## config.mk

```make
export PLATFORM = sky130hd
export DESIGN_NAME = strobed_out_chan
export DESIGN_NICKNAME = d
export VERILOG_FILES = /design/src/rtl/sochan_pkg.sv /design/src/rtl/sochan_sync_edge.sv /design/src/rtl/sochan_hs_ctrl.sv /design/src/rtl/strobed_out_chan.sv
export SDC_FILE = /design/constraint.sdc
export NUM_CORES = 1
export LEC_CHECK = 0
export ABC_AREA = 0
export BUFFER_PORTS_ARGS = -buffer_cell sky130_fd_sc_hd__buf_2
export CAP_MARGIN = 20
export CORE_AREA = 8 8 45 47
export CTS_CLUSTER_SIZE = 25
export DETAILED_ROUTE_END_ITERATION = 12
export DIE_AREA = 0 0 53 55
export PLACE_DENSITY = 0.81
export RECOVER_POWER = 100
export SKIP_CTS_REPAIR_TIMING = 1
export SLEW_MARGIN = 40
export SYNTH_ARGS = -nofsm -noshare
export SYNTH_HDL_FRONTEND = slang
export SYNTH_HIERARCHICAL = 1
export SYNTH_SLANG_ARGS = --single-unit
```

## constraint.sdc

```tcl
create_clock -name clk -period 1.3 [get_ports clk]
set_clock_uncertainty 0.05 [all_clocks]
set_input_delay 0.13 -clock clk [delete_from_list [all_inputs] [get_ports clk]]
set_output_delay 0.13 -clock clk [all_outputs]
set_load 0.02 [all_outputs]
```

## src/rtl/sochan_pkg.sv

```systemverilog
`timescale 1ns/1ps
package sochan_pkg;
   // Edge events produced by a synchronized strobe
   typedef struct packed {
      logic rise;
      logic fall;
   } edge_ev_t;
endpackage

```

## src/rtl/sochan_sync_edge.sv

```systemverilog
`timescale 1ns/1ps
module sochan_sync_edge #(
   parameter int  STAGES   = 2,
   parameter bit  IDLE_LVL = 1'b1
) (
   input  logic                  clk,
   input  logic                  rst,
   input  logic                  din,
   output sochan_pkg::edge_ev_t  ev
);
   logic sig;
   logic prev_q;

   generate
      if (STAGES == 0) begin : g_bypass
         assign sig = din;
      end else begin : g_chain
         logic [STAGES-1:0] chain_q;
         always_ff @(posedge clk) begin
            if (rst) chain_q <= {STAGES{IDLE_LVL}};
            else     chain_q <= {chain_q[STAGES-2:0], din};
         end
         assign sig = chain_q[STAGES-1];
      end
   endgenerate

   always_ff @(posedge clk) begin
      if (rst) prev_q <= IDLE_LVL;
      else     prev_q <= sig;
   end

   assign ev.rise = sig & ~prev_q;
   assign ev.fall = ~sig & prev_q;
endmodule

```

## src/rtl/sochan_hs_ctrl.sv

```systemverilog
`timescale 1ns/1ps
module sochan_hs_ctrl #(
   parameter int              DATA_W     = 8,
   parameter logic [DATA_W-1:0] RESET_DATA = '0
) (
   input  logic                  clk,
   input  logic                  rst,
   input  sochan_pkg::edge_ev_t  wr_ev,
   input  sochan_pkg::edge_ev_t  ack_ev,
   input  logic                  irq_en,
   input  logic [DATA_W-1:0]     wr_data,
   output logic [DATA_W-1:0]     data_q,
   output logic                  full_n,
   output logic                  irq
);
   // Data latch: loaded only when a write completes
   always_ff @(posedge clk) begin
      if (rst)             data_q <= RESET_DATA;
      else if (wr_ev.rise) data_q <= wr_data;
   end

   // Full flag: a completed write wins over a simultaneous release
   always_ff @(posedge clk) begin
      if (rst)              full_n <= 1'b1;
      else if (wr_ev.rise)  full_n <= 1'b0;
      else if (ack_ev.fall) full_n <= 1'b1;
   end

   // Interrupt: gated by enable, cleared by write start
   always_ff @(posedge clk) begin
      if (rst)              irq <= 1'b0;
      else if (!irq_en)     irq <= 1'b0;
      else if (wr_ev.fall)  irq <= 1'b0;
      else if (ack_ev.rise) irq <= 1'b1;
   end


   full_set_chk: assert property (@(posedge clk) disable iff (rst)
      $fell(full_n) |-> $past(wr_ev.rise));

   data_hold_chk: assert property (@(posedge clk) disable iff (rst)
      !wr_ev.rise |=> $stable(data_q));

   full_rel_chk: assert property (@(posedge clk) disable iff (rst)
      $rose(full_n) |-> $past(ack_ev.fall));

   irq_set_chk: assert property (@(posedge clk) disable iff (rst)
      $rose(irq) |-> $past(ack_ev.rise && irq_en));

   irq_quiet_chk: assert property (@(posedge clk) disable iff (rst)
      !irq_en |=> !irq);

   irq_clr_chk: assert property (@(posedge clk) disable iff (rst)
      $fell(irq) |-> $past(wr_ev.fall || !irq_en));
endmodule

```

## src/rtl/strobed_out_chan.sv

```systemverilog
`timescale 1ns/1ps
module strobed_out_chan #(
   parameter int                DATA_W      = 8,
   parameter int                SYNC_STAGES = 2,
   parameter logic [DATA_W-1:0] RESET_DATA  = '0
) (
   input  logic              clk,
   input  logic              rst,
   input  logic              wr_n,
   input  logic [DATA_W-1:0] wr_data,
   input  logic              ack_n,
   input  logic              irq_en,
   output logic [DATA_W-1:0] port_data,
   output logic              full_n,
   output logic              irq
);
   generate
      if (DATA_W < 1) begin : g_bad_width
         $error("DATA_W must be at least 1");
      end
      if (SYNC_STAGES == 1 || SYNC_STAGES < 0) begin : g_bad_sync
         $error("SYNC_STAGES must be 0 or at least 2");
      end
   endgenerate

   sochan_pkg::edge_ev_t wr_ev;
   sochan_pkg::edge_ev_t ack_ev;

   sochan_sync_edge #(.STAGES(SYNC_STAGES), .IDLE_LVL(1'b1)) u_wr_sync (
      .clk (clk),
      .rst (rst),
      .din (wr_n),
      .ev  (wr_ev)
   );

   sochan_sync_edge #(.STAGES(SYNC_STAGES), .IDLE_LVL(1'b1)) u_ack_sync (
      .clk (clk),
      .rst (rst),
      .din (ack_n),
      .ev  (ack_ev)
   );

   sochan_hs_ctrl #(.DATA_W(DATA_W), .RESET_DATA(RESET_DATA)) u_ctrl (
      .clk     (clk),
      .rst     (rst),
      .wr_ev   (wr_ev),
      .ack_ev  (ack_ev),
      .irq_en  (irq_en),
      .wr_data (wr_data),
      .data_q  (port_data),
      .full_n  (full_n),
      .irq     (irq)
   );
endmodule

```

# After elaboration in Yosys (flattened, before gate mapping)
# Index checks and enable logic that the tools add are counted.
[op_classes]
bitwise_logic = 9
mux = 2
n_reduce_logical = 2
[ops]
columns = ["cell", "n"]
rows = [
  ["inverter 1 bit", 5],
  ["AND 1 bit", 4],
  ["OR reduction 3 bit", 1],
  ["2-to-1 mux 1 bit", 2],
  ["nonzero test 2 bit", 1],
]
[word_totals]
register_bits = 16

# Depth between registers and ports, before layout
[logic_depth]
depth_word = 4
ltp_mapped = 4
depth_no_buf = 3

# Hierarchy
# Netlist, hierarchy kept.
[modules_own_cells]
columns = ["module", "instances", "area_each_um2", "seq_area_each_um2", "cells_each"]
rows = [
  ["sochan_hs_ctrl", 1, 371.6, 200.2, 32],
  ["sochan_sync_edge", 2, 92.6, 60.1, 8],
]

# Least setup slack after synthesis
# OpenSTA, ideal clock, no wires.
[synth_path]
path_kind = "reg2reg"
startpoint = "reg u_wr_sync.g_chain.chain_q[1]"
endpoint = "reg u_ctrl.data_q[0]"
stages_incl_launch_ff = 5
path_buffers = 1
required_time_ns = 1.136
slack_ns = 0.309
t_arrival_ns = 0.827
path_cell_list = "dfxtp_1 nor2b_1 buf_6 mux2i_1 nor2_1"
[synth_rtl]
columns = ["item", "line", "source"]
rows = [
  ["from (decl)", "sochan_sync_edge.sv:18", "logic [STAGES-1:0] chain_q;"],
  ["from (signal assigned)", "sochan_sync_edge.sv:20", "if (rst) chain_q <= {STAGES{IDLE_LVL}};"],
  ["from (signal assigned)", "sochan_sync_edge.sv:21", "else chain_q <= {chain_q[STAGES-2:0], din};"],
  ["to (signal assigned)", "sochan_hs_ctrl.sv:19", "else if (wr_ev.rise) data_q <= wr_data;"],
  ["to (decl)", "sochan_hs_ctrl.sv:12", "output logic [DATA_W-1:0] data_q,"],
]

==> flow_metrics.py <==
metrics = {
    "logic_synthesis": {
        "synth_area_leaders": "dfxtp_1, mux2i_1, nor2_1, or2_1, nor4b_4",
        "syn_area_sq_um": 557,
        "synth-seq-cells": 16,
        "synth-async-reset-ratio_pct": 0,
        "synth_xor_area_share_pct": 0,
        "synth_top_family_by_area": "simple AND/OR/NAND/NOR gates",
        "synth_common_cells": "dfxtp_1, nor2_1, mux2i_1",
        "muxShareOfSynthArea_pct": 14.4,
        "synth_simple_gate_area_share_pct": 22.7,
        "syn_avg_cell_area_sq_um": 11.6,
        "yosysMostFrequentCell": "dfxtp_1",
        "synth_compound_area_share_pct": 1.35,
        "synth_top_area_share_pct": 57.5,
        "synth_edf_count": 0,
        "synth_top_cell_by_area": "dfxtp_1",
        "ys_seq_area_share_pct": 57.5,
        "syn-num-nets": 61,
        "yosysUniqueCellTypes": 9,
        "synthAdderAreaFrac_pct": 0,
        "synth_cells": 48,
        "yosys_warnings": 6,
        "synthFlopType": "dfxtp_1",
    },
    "pwr": {
        "swShare_pct": 21.3,
        "cellPowerDensity_mw_per_mm2": 1280,
        "p_seq_share_pct": 56.6,
        "p_sw_uw": 191,
        "internal_power_uw": 708,
        "combPwrFrac_pct": 7.1,
        "p_leak_nw": 0.286,
        "max-vdd-ir-drop_v": 0.000729,
        "p_clk_share_pct": 36.3,
    },
    "timing": {
        "hold_violations": 0,
        "period_share_pct": 83.2,
        "tightest_slew_ps": 262,
        "maxSlewViolCount": 0,
        "timing.hold.ws_ps": 23.8,
        "min_period_ps": 1080,
        "slew_headroom_pct": 82.3,
        "rsz0062_at_grt": "false",
        "max_freq_mhz": 924,
        "finalSetupViolCount": 0,
        "tns_ps": 0,
    },
    "clock_network": {
        "path_clk_slew_ps": 90,
        "cts_root_buffer": "clkbuf_4",
        "cts_tree": "built",
        "htreeDepth": 1,
        "cts_buffers": 3,
        "cts_buffer_depth": 2,
        "clk_latency_ps": 290,
        "clock_sinks": 16,
    },
    "grt": {
        "grt-ovfl-total": 0,
        "grt_max_degree": 17,
        "grt_pass1_vias": 380,
        "grt_first_pass_wirelength_mm": 1.52,
        "grt_usage_pct": 7.04,
        "antenna_found_initial": 0,
    },
    "critical_path": {
        "critPathMaxStageDelay_ps": 330,
        "crit_path_cell_trace": "nor2b_1 -> buf_4 -> mux2i_1 -> nor2_1",
        "worstSetupPathType": "register to register",
        "crit_slowest_cell": "dfxtp_1",
        "end_kind": "register",
        "arrival_ps": 1210,
        "critPathLaunchType": "register",
        "critPathMaxFanout": 9,
        "required_ps": 1430,
    },
    "final_layout": {
        "num_antenna_cells": 0,
        "final-seq-area_sq_um": 320,
        "drive_gt1_share_pct": 22.7,
        "fin_nets": 89,
        "area_growth_syn_to_layout_pct": 25.8,
        "multiInputGateArea_sq_um": 199,
        "final_area_sq_um": 701,
        "fillers": 135,
    },
    "route": {
        "wl_per_cell_um": 11.5,
        "drt_iter0_drc": 5,
        "drt-vias-per-instance": 4.48,
        "firstDrtPassIters": 3,
        "drcViolationCount": 0,
        "antenna_left": 0,
        "num_vias": 408,
        "totalWireLength_mm": 1.04,
    },
    "place": {
        "gp_congestion": 0.623,
        "place_area_sq_um": 672,
        "io_buffers": 22,
        "dp_hpwl_um": 798,
    },
    "floorplan": {
        "core_sq_mm": 0.00138,
        "ios": 23,
        "die_area_sq_mm": 0.00292,
        "placementRows": 14,
        "start_util_pct": 40.2,
        "chipWidth_um": 53,
        "die_height_um": 55,
    },
    "hold_path": {
        "hold_path.class": "primary input to register",
    },
    "run": {
        "cap_violations": 0,
    },
    "status": {
        "status": "completed",
    },
}
## power by group through the flow
stage	logic, mW	clock network (mW)	registers [mW]
3_3_place_gp	0.0645	0	0.520
4_1_cts	0.0658	0.337	0.509
6_report	0.0639	0.326	0.509
3_5_place_dp	0.0657	0	0.521
5_1_grt	0.0709	0.364	0.512
2_1_floorplan	0.0320	0	0.528
## per-stage QoR
| stage | util, % | setup WS (ps) | std cells | power (mW) |
|---|---|---|---|---|
| final | 50.6 | 218 | 91 | 0.899 |
| after global routing | 50.6 | 105 | 91 | 0.947 |
| after CTS | 51.2 | 209 | 89 | 0.912 |
| after detailed placement | 48.6 | 217 | 85 | 0.586 |
| after global placement | 48.6 | 250 | 85 | 0.584 |
| after floorplan | - | 309 | 48 | 0.560 |
## cell families after synthesis
family,count (synthesis)
simple gates,21
flops,16
mux,8
buf+inv,2
compound gates,1
## layout make-up
class,count,share of cell area (%)
multi-input combinational,30,28.4
tap,16,2.86
sequential,16,45.7
timing repair buffer,25,17.9
clock buffer,4,5.18
## metal layers
layer	up-vias	track usage, %	routed length (um)
met5	-	0	0
met4	0	5.17	17
met2	14	11.3	551
met1	182	7.59	427
met3	3	2.41	48
li1	209	-	-
## critical path, delay by kind of cell (launching register included)
family	cells	cell delay (ps)
simple gates	2	180
buf+inv	1	190
flops	1	330
mux	1	220
## placed cells by master (no fill, tap or decap), drive strengths merged
cell          n
clkbuf       14
nor4b         1
o21bai        1
dfxtp        16
buf          13
nor2         10
dlygate4sd3   2
and2b         2
mux2i         8
or2           6
nor2b         2
## state kept, by name, summed over array words and instances (netlist names)
register and cells:
u_ack_sync/prev_q 1, u_wr_sync/g_chain.chain_q 2, u_ctrl/irq 1, u_ctrl/data_q 8
u_ctrl/full_n 1, u_wr_sync/prev_q 1, u_ack_sync/g_chain.chain_q 2
## worst paths after layout
check                                     start                             to  slack (ps)  depth (start not counted)
setup / recovery   u_wr_sync/g_chain.chain_q[1]               u_ctrl/data_q[5]         220                          4
hold / removal                       wr_data[6]               u_ctrl/data_q[6]          20                          3
setup reg to reg   u_wr_sync/g_chain.chain_q[1]               u_ctrl/data_q[5]         220                          4
hold reg to reg   u_ack_sync/g_chain.chain_q[0]  u_ack_sync/g_chain.chain_q[1]         360                          1
Power figures use the tool's default switching activity.
